==> src/rtl/fx_enc_pkg.sv <==
package fx_enc_pkg;

    localparam int CODE_W = 5;
    localparam int NIB_W  = 4;

    typedef logic [CODE_W-1:0] code_t;

    localparam code_t SYM_IDLE = 5'b11111;
    localparam code_t SYM_SSD1 = 5'b11000;
    localparam code_t SYM_SSD2 = 5'b10001;
    localparam code_t SYM_ESD1 = 5'b01101;
    localparam code_t SYM_ESD2 = 5'b00111;
    localparam code_t SYM_ERR  = 5'b00100;

    typedef enum logic [2:0] {
        SQ_IDLE,
        SQ_SSD2,
        SQ_DATA,
        SQ_ESD1,
        SQ_ESD2
    } seq_e;

    typedef struct packed {
        logic             en;
        logic             er;
        logic [NIB_W-1:0] d;
    } mii_nib_t;

    function automatic code_t data_code(input logic [NIB_W-1:0] n);
        code_t c;
        case (n)
            4'h0: c = 5'b11110;
            4'h1: c = 5'b01001;
            4'h2: c = 5'b10100;
            4'h3: c = 5'b10101;
            4'h4: c = 5'b01010;
            4'h5: c = 5'b01011;
            4'h6: c = 5'b01110;
            4'h7: c = 5'b01111;
            4'h8: c = 5'b10010;
            4'h9: c = 5'b10011;
            4'hA: c = 5'b10110;
            4'hB: c = 5'b10111;
            4'hC: c = 5'b11010;
            4'hD: c = 5'b11011;
            4'hE: c = 5'b11100;
            default: c = 5'b11101;
        endcase
        return c;
    endfunction

endpackage

==> src/rtl/fx_enc_sequencer.sv <==
module fx_enc_sequencer
    import fx_enc_pkg::*;
(
    input  logic     clk,
    input  logic     rst,
    input  logic     strobe,
    input  logic     link_up,
    input  mii_nib_t nib,
    output code_t    sym,
    output seq_e     seq_q
);

    seq_e seq_n;
    logic err_owed_q, err_owed_n;

    // Pick the code group for the current strobe and the state that follows it.
    always_comb begin
        sym        = SYM_IDLE;
        seq_n      = seq_q;
        err_owed_n = err_owed_q;
        if (!link_up) begin
            sym        = SYM_IDLE;
            seq_n      = SQ_IDLE;
            err_owed_n = 1'b0;
        end else begin
            unique case (seq_q)
                SQ_IDLE: begin
                    if (nib.en) begin
                        sym        = SYM_SSD1;
                        seq_n      = SQ_SSD2;
                        err_owed_n = nib.er;
                    end
                end
                SQ_SSD2: begin
                    sym        = SYM_SSD2;
                    seq_n      = SQ_DATA;
                    err_owed_n = err_owed_q | (nib.en & nib.er);
                end
                SQ_DATA: begin
                    if (err_owed_q) begin
                        sym        = SYM_ERR;
                        err_owed_n = 1'b0;
                        seq_n      = nib.en ? SQ_DATA : SQ_ESD1;
                    end else if (nib.en) begin
                        sym = nib.er ? SYM_ERR : data_code(nib.d);
                    end else begin
                        sym   = SYM_ESD1;
                        seq_n = SQ_ESD2;
                    end
                end
                SQ_ESD1: begin
                    sym   = SYM_ESD1;
                    seq_n = SQ_ESD2;
                end
                SQ_ESD2: begin
                    sym   = SYM_ESD2;
                    seq_n = SQ_IDLE;
                end
                default: begin
                    sym   = SYM_IDLE;
                    seq_n = SQ_IDLE;
                end
            endcase
        end
    end

    always_ff @(posedge clk) begin
        if (rst) begin
            seq_q      <= SQ_IDLE;
            err_owed_q <= 1'b0;
        end else if (strobe) begin
            seq_q      <= seq_n;
            err_owed_q <= err_owed_n;
        end
    end

endmodule

==> src/rtl/fx_enc_serializer.sv <==
module fx_enc_serializer #(
    parameter int W         = 5,
    parameter bit MSB_FIRST = 1'b1
) (
    input  logic         clk,
    input  logic         rst,
    input  logic         load,
    input  logic [W-1:0] word,
    output logic [W-1:0] sh_q,
    output logic         bit_o
);

    localparam logic [W-1:0] ALL_ONES = {W{1'b1}};

    logic [W-1:0] sh_n;

    generate
        if (MSB_FIRST) begin : g_msb
            assign sh_n  = {sh_q[W-2:0], 1'b1};
            assign bit_o = sh_q[W-1];
        end else begin : g_lsb
            assign sh_n  = {1'b1, sh_q[W-1:1]};
            assign bit_o = sh_q[0];
        end
    endgenerate

    always_ff @(posedge clk) begin
        if (rst)       sh_q <= ALL_ONES;
        else if (load) sh_q <= word;
        else           sh_q <= sh_n;
    end

endmodule

==> src/rtl/fx_tx_encoder.sv <==
module fx_tx_encoder
    import fx_enc_pkg::*;
(
    input  logic             clk,
    input  logic             rst,
    input  logic             tx_ce,
    input  logic [NIB_W-1:0] txd,
    input  logic             tx_en,
    input  logic             tx_er,
    input  logic             link_status,
    output logic             pma_bit
);

    mii_nib_t nib;
    code_t    sym_code;
    code_t    shift_q;
    seq_e     seq_q;

    assign nib = '{en: tx_en, er: tx_er, d: txd};

    fx_enc_sequencer u_seq (
        .clk     (clk),
        .rst     (rst),
        .strobe  (tx_ce),
        .link_up (link_status),
        .nib     (nib),
        .sym     (sym_code),
        .seq_q   (seq_q)
    );

    fx_enc_serializer #(
        .W         (CODE_W),
        .MSB_FIRST (1'b1)
    ) u_ser (
        .clk   (clk),
        .rst   (rst),
        .load  (tx_ce),
        .word  (sym_code),
        .sh_q  (shift_q),
        .bit_o (pma_bit)
    );

endmodule

==> config.mk <==
export PLATFORM = sky130hd
export DESIGN_NAME = fx_tx_encoder
export DESIGN_NICKNAME = d
export VERILOG_FILES = /design/src/rtl/fx_enc_pkg.sv /design/src/rtl/fx_enc_sequencer.sv /design/src/rtl/fx_enc_serializer.sv /design/src/rtl/fx_tx_encoder.sv
export SDC_FILE = /design/constraint.sdc
export NUM_CORES = 1
export LEC_CHECK = 0
export BUFFER_PORTS_ARGS = -buffer_cell sky130_fd_sc_hd__buf_2
export CAP_MARGIN = 30
export CORE_AREA = 8 8 45 47
export CTS_BUF_LIST = sky130_fd_sc_hd__clkbuf_4 sky130_fd_sc_hd__clkbuf_8 sky130_fd_sc_hd__clkbuf_16
export DETAILED_ROUTE_END_ITERATION = 8
export DIE_AREA = 0 0 53 55
export PLACE_DENSITY = 0.7
export SLEW_MARGIN = 20
export SYNTH_ARGS = -nofsm -noshare
export SYNTH_HDL_FRONTEND = slang
export SYNTH_SLANG_ARGS = --single-unit
==> constraint.sdc <==
create_clock -name clk -period 1.9 [get_ports clk]
set_input_delay 0.095 -clock clk [delete_from_list [all_inputs] [get_ports clk]]
set_output_delay 0.095 -clock clk [all_outputs]
set_load 0.01 [all_outputs]
Word level (Yosys, flattened, before mapping):

Memories as Yosys holds them, arrays and structs flattened.
Cells that the tools add are included.

* memory bits (read-only): 80
* output and inout port bits: 1
* memories: 1
* register bits: 9
* bits of input ports: 10
* word-level logic and storage cells: 36

Memories
* (name not given): words 16, bits a word 5, read ports 1, clocked after memory_dff 0, wr ports 0, line fx_enc_pkg.sv:31 `case (n)`

* muxes and demuxes: 16
* reduce and logical (&&, ||, !) cells: 4
* equality and inequality tests: 7
* bitwise logic cells: 4

Operators by type and width (number)
* 5-bit two-way mux: 5
* 5-bit one-hot mux with 5 select lines: 1
* 3-bit two-way mux: 5
* 3-bit one-hot mux with 4 select lines: 1
* 3-bit by 2-bit == test with 1-bit output (second input constant): 2
* 3-bit AND reduction: 2
* 4-bit by 1-bit inequality test with 1-bit output (second input constant): 1
* 4-bit by 3-bit inequality test with 1-bit output (second input constant): 1
* 3-bit by 1-bit == test with 1-bit output (second input constant): 1
* 3-bit == test (second input constant): 1
* 3-bit logical NOT: 1
* 1-bit two-way mux: 3
* 3-bit inequality test (second input constant): 1
* 1-bit one-hot mux with 3 select lines: 1
* 3-bit OR reduction: 1
* 1-bit NOT: 2
* 1-bit AND: 1
* 1-bit bitwise OR: 1

Depth between registers and ports, before layout:

An unclocked memory read counts as a cell.

* depth after elaboration: 7
* gate-level depth with buffers: 5
* mapped depth without buffers: 4

Modules after synthesis:

From an unflattened synthesis, not the netlist that was laid out.

* cell total of the unflattened synthesis: 86
* area, all modules: 668.1 um^2

By module, submodules not included
* fx_enc_sequencer: instances 1, seq. area each 80.1 um^2, area an instance 485.5 um^2, cells an instance 69
* fx_enc_serializer: instances 1, seq. area each 100.1 um^2, area an instance 182.7 um^2, cells an instance 17

Worst setup path after synthesis:

No wires, ideal clock.

* kind: reg-to-reg
* from: reg u_seq.seq_q[2]
* to: reg u_ser.sh_q[4]
* setup slack: 523 ps
* stages on the path, launching flop included: 5
* data required time: 1776 ps
* path buffers: 1
* arrival time: 1254 ps
* cell sequence: dfxtp_1 > buf_2 > or3b_2 > a221oi_1 > o21bai_1

* cells in the longest elaborated chain, start to end: 4
* elaborated cells on any way between the ends: 8
* those cells by class: eq/ne: 4; mux: 3; reduce/logical: 1

Ends and longest elaborated chain
* start: declaration: line fx_enc_sequencer.sv:10 `output seq_e seq_q`
* start signal: assignment: line fx_enc_sequencer.sv:72 `seq_q <= seq_n;`
* 3-bit == test, or another cell as far along: line fx_enc_sequencer.sv:26 `unique case (seq_q)`
* 5-bit one-hot mux with 5 select lines (*): line fx_enc_sequencer.sv:26
* 5-bit two-way mux (*): line fx_enc_sequencer.sv:21 `if (!link_up) begin`
* 5-bit two-way mux (*): line fx_enc_serializer.sv:29 `else if (load) sh_q <= word;`
* end signal: assignment: line fx_enc_serializer.sv:29
* end signal: assignment: line fx_enc_serializer.sv:30 `else sh_q <= sh_n;`
* end: declaration: line fx_enc_serializer.sv:9 `output logic [W-1:0] sh_q,`

Every way passes the cells marked *; elsewhere a longest branch is shown, timed or not.
A chain may end at the register's enable or synchronous reset.

Final worst setup path:

* from: reg u_seq.seq_q[1]
* to: reg u_seq.seq_q[1]

* cells in the longest elaborated chain, start to end: 3
* elaborated cells on any way between the ends: 9
* those cells by class: eq/ne: 5; mux: 2; reduce/logical: 2

Ends and longest elaborated chain (line)
* 3-bit by 2-bit == test with 1-bit output, or another cell as far along: fx_enc_sequencer.sv:26
* 4-bit by 3-bit inequality test with 1-bit output (no source line), or another cell as far along
* 3-bit AND reduction (no source line) / 3-bit two-way mux (equally long branches)

Several ways; a longest one is shown, not always the timed one.

==> impl_summary.md <==
Cells and area
The share of final-layout standard cells stronger than drive strength 1 is 20.0%. The repair_antennas step left the layout with diodes totalling 0. The area of all placed cells without fillers is 684 sq um. At the end of the flow, the number of nets in the layout was 96. The top cell types in the final layout, fill and taps aside, are 10 x sky130_fd_sc_hd__buf_2, 9 x sky130_fd_sc_hd__dfxtp_1, 8 x sky130_fd_sc_hd__nor2_1, 6 x sky130_fd_sc_hd__nor3_1, 5 x sky130_fd_sc_hd__o21ai_0. The area growth from synthesis to layout is 13.5%. After the flow finishes, the layout carries non-filler instances totaling 101. Leaving out fill and tap cells, the most frequent cell in the layout is sky130_fd_sc_hd__buf_2. The final core area utilization is 49.5%.

Global route
The global routing stage identified its most utilized layer as met2. For met3 alone, demand over resource in global routing was 3.74%. For met1 alone, demand over resource in global routing was 13.0%. The met2 layer usage reported by global route is 15.6%. The first global-routing pass estimated 2330 um of wire. The overall routing resource usage is 10.6%.

The via count of the first global-routing pass is 522. Entering global routing, the biggest net connects 16 pins. The number of antenna violations at the first check in global routing came to 0. The overall overflow remaining after global route is 0.

Synth
Sorting the synthesized cells by area gives the leading types as sky130_fd_sc_hd__dfxtp_1 30%, sky130_fd_sc_hd__nor3_1 5.0%, sky130_fd_sc_hd__nor2_1 5.0%. The post-synthesis register bit count is 9. The most used flip-flop cell after synthesis is sky130_fd_sc_hd__dfxtp_1.

In this run, synthesis inferred 0 flip-flops with an integrated enable. The synthesized design spends more area on one cell type than any other, namely sky130_fd_sc_hd__dfxtp_1. The warning count from the yosys run is 0. The summed instance area of the synthesized netlist is 603 sq um. The cell count after synthesis came out at 75. The share of synthesized registers carrying an async set or reset is 0%. The synthesized design devotes to its leading area cell type 29.9% of total area.

Counting every net in the synthesized netlist gives 85. The synthesized netlist contains 29 unique library cells. The synthesized area per cell is 8.04 sq um. Of the synthesized area, sequential elements account for 29.9%.

Timing
The post-route fraction of the period consumed by the critical path is 87.0%. Setup repair after global routing left no endpoint under its margin. On the final layout, the worst clock skew is 0.000889 ns. The maximum clock frequency is 605 MHz. The final count of hold timing violations came to 0. The setup TNS after final layout is 0 ns. Setup violations remaining at the end of the flow were counted as 0. The worst hold slack after final layout is 0.169 ns.

Subtracting the final worst setup slack from the clock period gives 1.65 ns. The transition time at the pin with the least slew margin is 0.476 ns. The max-slew violation count is 0.

The worst pin sits at a relative slew slack of 68.3%. The final worst slack is 0.247 ns.

Setup path
For this run, the slowest stage of the critical path takes 0.55 ns. At the worst endpoint, the arrival time is 1.80 ns. In this run the critical register-to-register path is captured at u_seq.seq_q[1].

The slowest cell on the critical path is sky130_fd_sc_hd__or4b_4. The data required time at the worst endpoint is 2.05 ns. For the worst flop-to-flop path, the logic depth is 4. The critical path runs through a total of 4 cells. The worst setup path is launched from a flop. The reg-to-reg critical path startpoint is u_seq.seq_q[1]. The critical path goes through or4b_4 -> o221ai_4 -> nand3b_1 -> o41ai_1. The kind of end point of the critical path is a flop. Of all nets on the critical path, the largest fanout is 13.

Counting both buffers and inverters, the worst setup path holds a total of 0. The reg2reg setup slack is 0.25 ns. The type of the setup path with the least slack is flop to flop. The cell type group with the largest total delay on the critical path is simple AND/OR/NAND/NOR gates.

Die
From bottom edge to top edge, the die measures 55 um. Row generation in the floorplan step produced 14 rows. The core outline area is 0.00138 sq mm. For this design the top-level I/O count stands at 11. The initial standard-cell utilization of the core is 43.6%. The floorplan step defined a die boundary enclosing 0.00292 sq mm. The floorplan step set the die width to 53 um.

Clock network
Post-CTS repair changed the size of 0 cells. In this run the deepest clock path goes through 2 buffers. In this run the number of H-tree levels came out at 1. The clock tree from TritonCTS is yes. The number of hold buffers added after cts is 0.

The number of setup buffers added after CTS is 0. The later-pin clock latency in the skew report is 0.26 ns. In this run the clock root is driven by a sky130_fd_sc_hd__clkbuf_4. The clock buffer count from CTS is 3.

Clock-pin slew was measured on the worst setup and hold paths at 0.06 ns. The sink count of the clock tree is 9.

Routing
The wire length after detailed routing is 1380 um. After the first detailed-routing iteration, the DRC count stood at 15. In the routed design, unresolved DRC markers number 0.

The iteration count of the initial detailed-routing pass is 5. The via count is 590. The wire length per cell is 13.7 um.

Dividing the detail-routed via count by the number of cells gives 5.84. The count of nets left with antenna violations once routing finished came out at 0.

Power
Of the total power, the share spent switching nets is 26.2%. The combinational share of power is 15.4%. The internal power component is 319 uW. Registers are responsible for 47.1% of the overall power. VDD sags by at most 366 uV. The cell area power density is 633 mW/mm^2. The static power due to leakage is 0.248 nW. The total power after layout is 433 uW. The clock network burns 37.4% of the power. The switching power summed over all nets is 114 uW.

Worst hold path
In this run the worst hold path is classified as primary input to flop. The cell depth of the worst hold path is 2. The path with the worst hold slack has its endpoint at u_ser.sh_q[4]. In this run the most critical hold path is launched from rst.

Place
The final weighted congestion in routability-driven placement is 0.821. The worst slack at placement is 0.248 ns. In this run the tool buffered the top-level ports with 10 buffer cells. Summing all placed instances gives a cell area of 654 sq um. The placed cell count is 97. After legalization and detailed placement, the total HPWL measured 1060 um.

Run
The count of max-cap constraint violations is 0.

Run status
The run finished with clean final reports.
how the worst max path moves through the flow:
stage,from,endpoint
after global routing,u_seq.seq_q[1],u_seq.seq_q[0]
after CTS,u_seq.seq_q[1],u_seq.seq_q[1]
after floorplan,u_seq.seq_q[2],u_ser.sh_q[4]
after global placement,u_seq.seq_q[1],u_seq.seq_q[2]
after detailed placement,u_seq.seq_q[1],u_seq.seq_q[1]
final,u_seq.seq_q[1],u_seq.seq_q[1]
cells in the mapped netlist, types with 2 or more instances:
library cell	instances
sky130_fd_sc_hd__o41ai_1	3
sky130_fd_sc_hd__buf_2	3
sky130_fd_sc_hd__nor2b_1	4
sky130_fd_sc_hd__a22o_1	2
sky130_fd_sc_hd__nand3b_1	3
sky130_fd_sc_hd__dfxtp_1	9
sky130_fd_sc_hd__o21bai_1	4
sky130_fd_sc_hd__inv_1	3
sky130_fd_sc_hd__nand2b_1	3
sky130_fd_sc_hd__o21ai_0	5
sky130_fd_sc_hd__nor3_1	6
sky130_fd_sc_hd__a21oi_1	3
sky130_fd_sc_hd__nor2_1	8
sky130_fd_sc_hd__nand2_1	4
routing by layer:
metal | wire length (um) | part of all wire (%) | vias up
met5 | 0 | 0 | -
met4 | 19 | 1.4 | 0
met3 | 118 | 8.5 | 4
met2 | 630 | 46 | 17
met1 | 612 | 44 | 268
li1 | - | - | 301
power groups by stage:
| stage | sequential (mW) | combinational, mW | clock, mW |
|---|---|---|---|
| 2_1_floorplan | 0.202 | 0.0461 | 0 |
| 3_3_place_gp | 0.208 | 0.0660 | 0 |
| 3_5_place_dp | 0.208 | 0.0663 | 0 |
| 4_1_cts | 0.204 | 0.0669 | 0.167 |
| 5_1_grt | 0.205 | 0.0745 | 0.180 |
| 6_report | 0.204 | 0.0669 | 0.162 |
kinds of logic (layout without fill, tap and decap cells):
| family | after synthesis | count (layout) | share of synthesized area [%] |
|---|---|---|---|
| AND/OR/NAND/NOR | 33 | 33 | 30.3 |
| AO/OA/AOI/OAI | 24 | 24 | 31.7 |
| flip-flops | 9 | 9 | 29.9 |
| buffers and inverters | 7 | 17 | 4.98 |
| XOR/XNOR | 1 | 1 | 1.45 |
| multiplexers | 1 | 1 | 1.66 |
sequential cells by signal, summed over array words and instances, names as in the netlist:
signal	cells
u_seq.err_owed_q	1
u_seq.seq_q	3
u_ser.sh_q	5
final cells by class:
class                           count  area [sq um]
Multi-Input combinational cell     59           393
Clock buffer                        4          30.0
Sequential cell                     9           180
Inverter                            3          11.3
Fill cell                         137           699
Timing Repair Buffer               10          50.0
Tap cell                           16          20.0
worst reg2reg max path, cell delays in order, from the launching register on:
cell	delay, ns
sky130_fd_sc_hd__dfxtp_1	0.54
sky130_fd_sc_hd__or4b_4	0.55
sky130_fd_sc_hd__o221ai_4	0.27
sky130_fd_sc_hd__nand3b_1	0.11
sky130_fd_sc_hd__o41ai_1	0.08
Power figures use the tool's default switching activity.
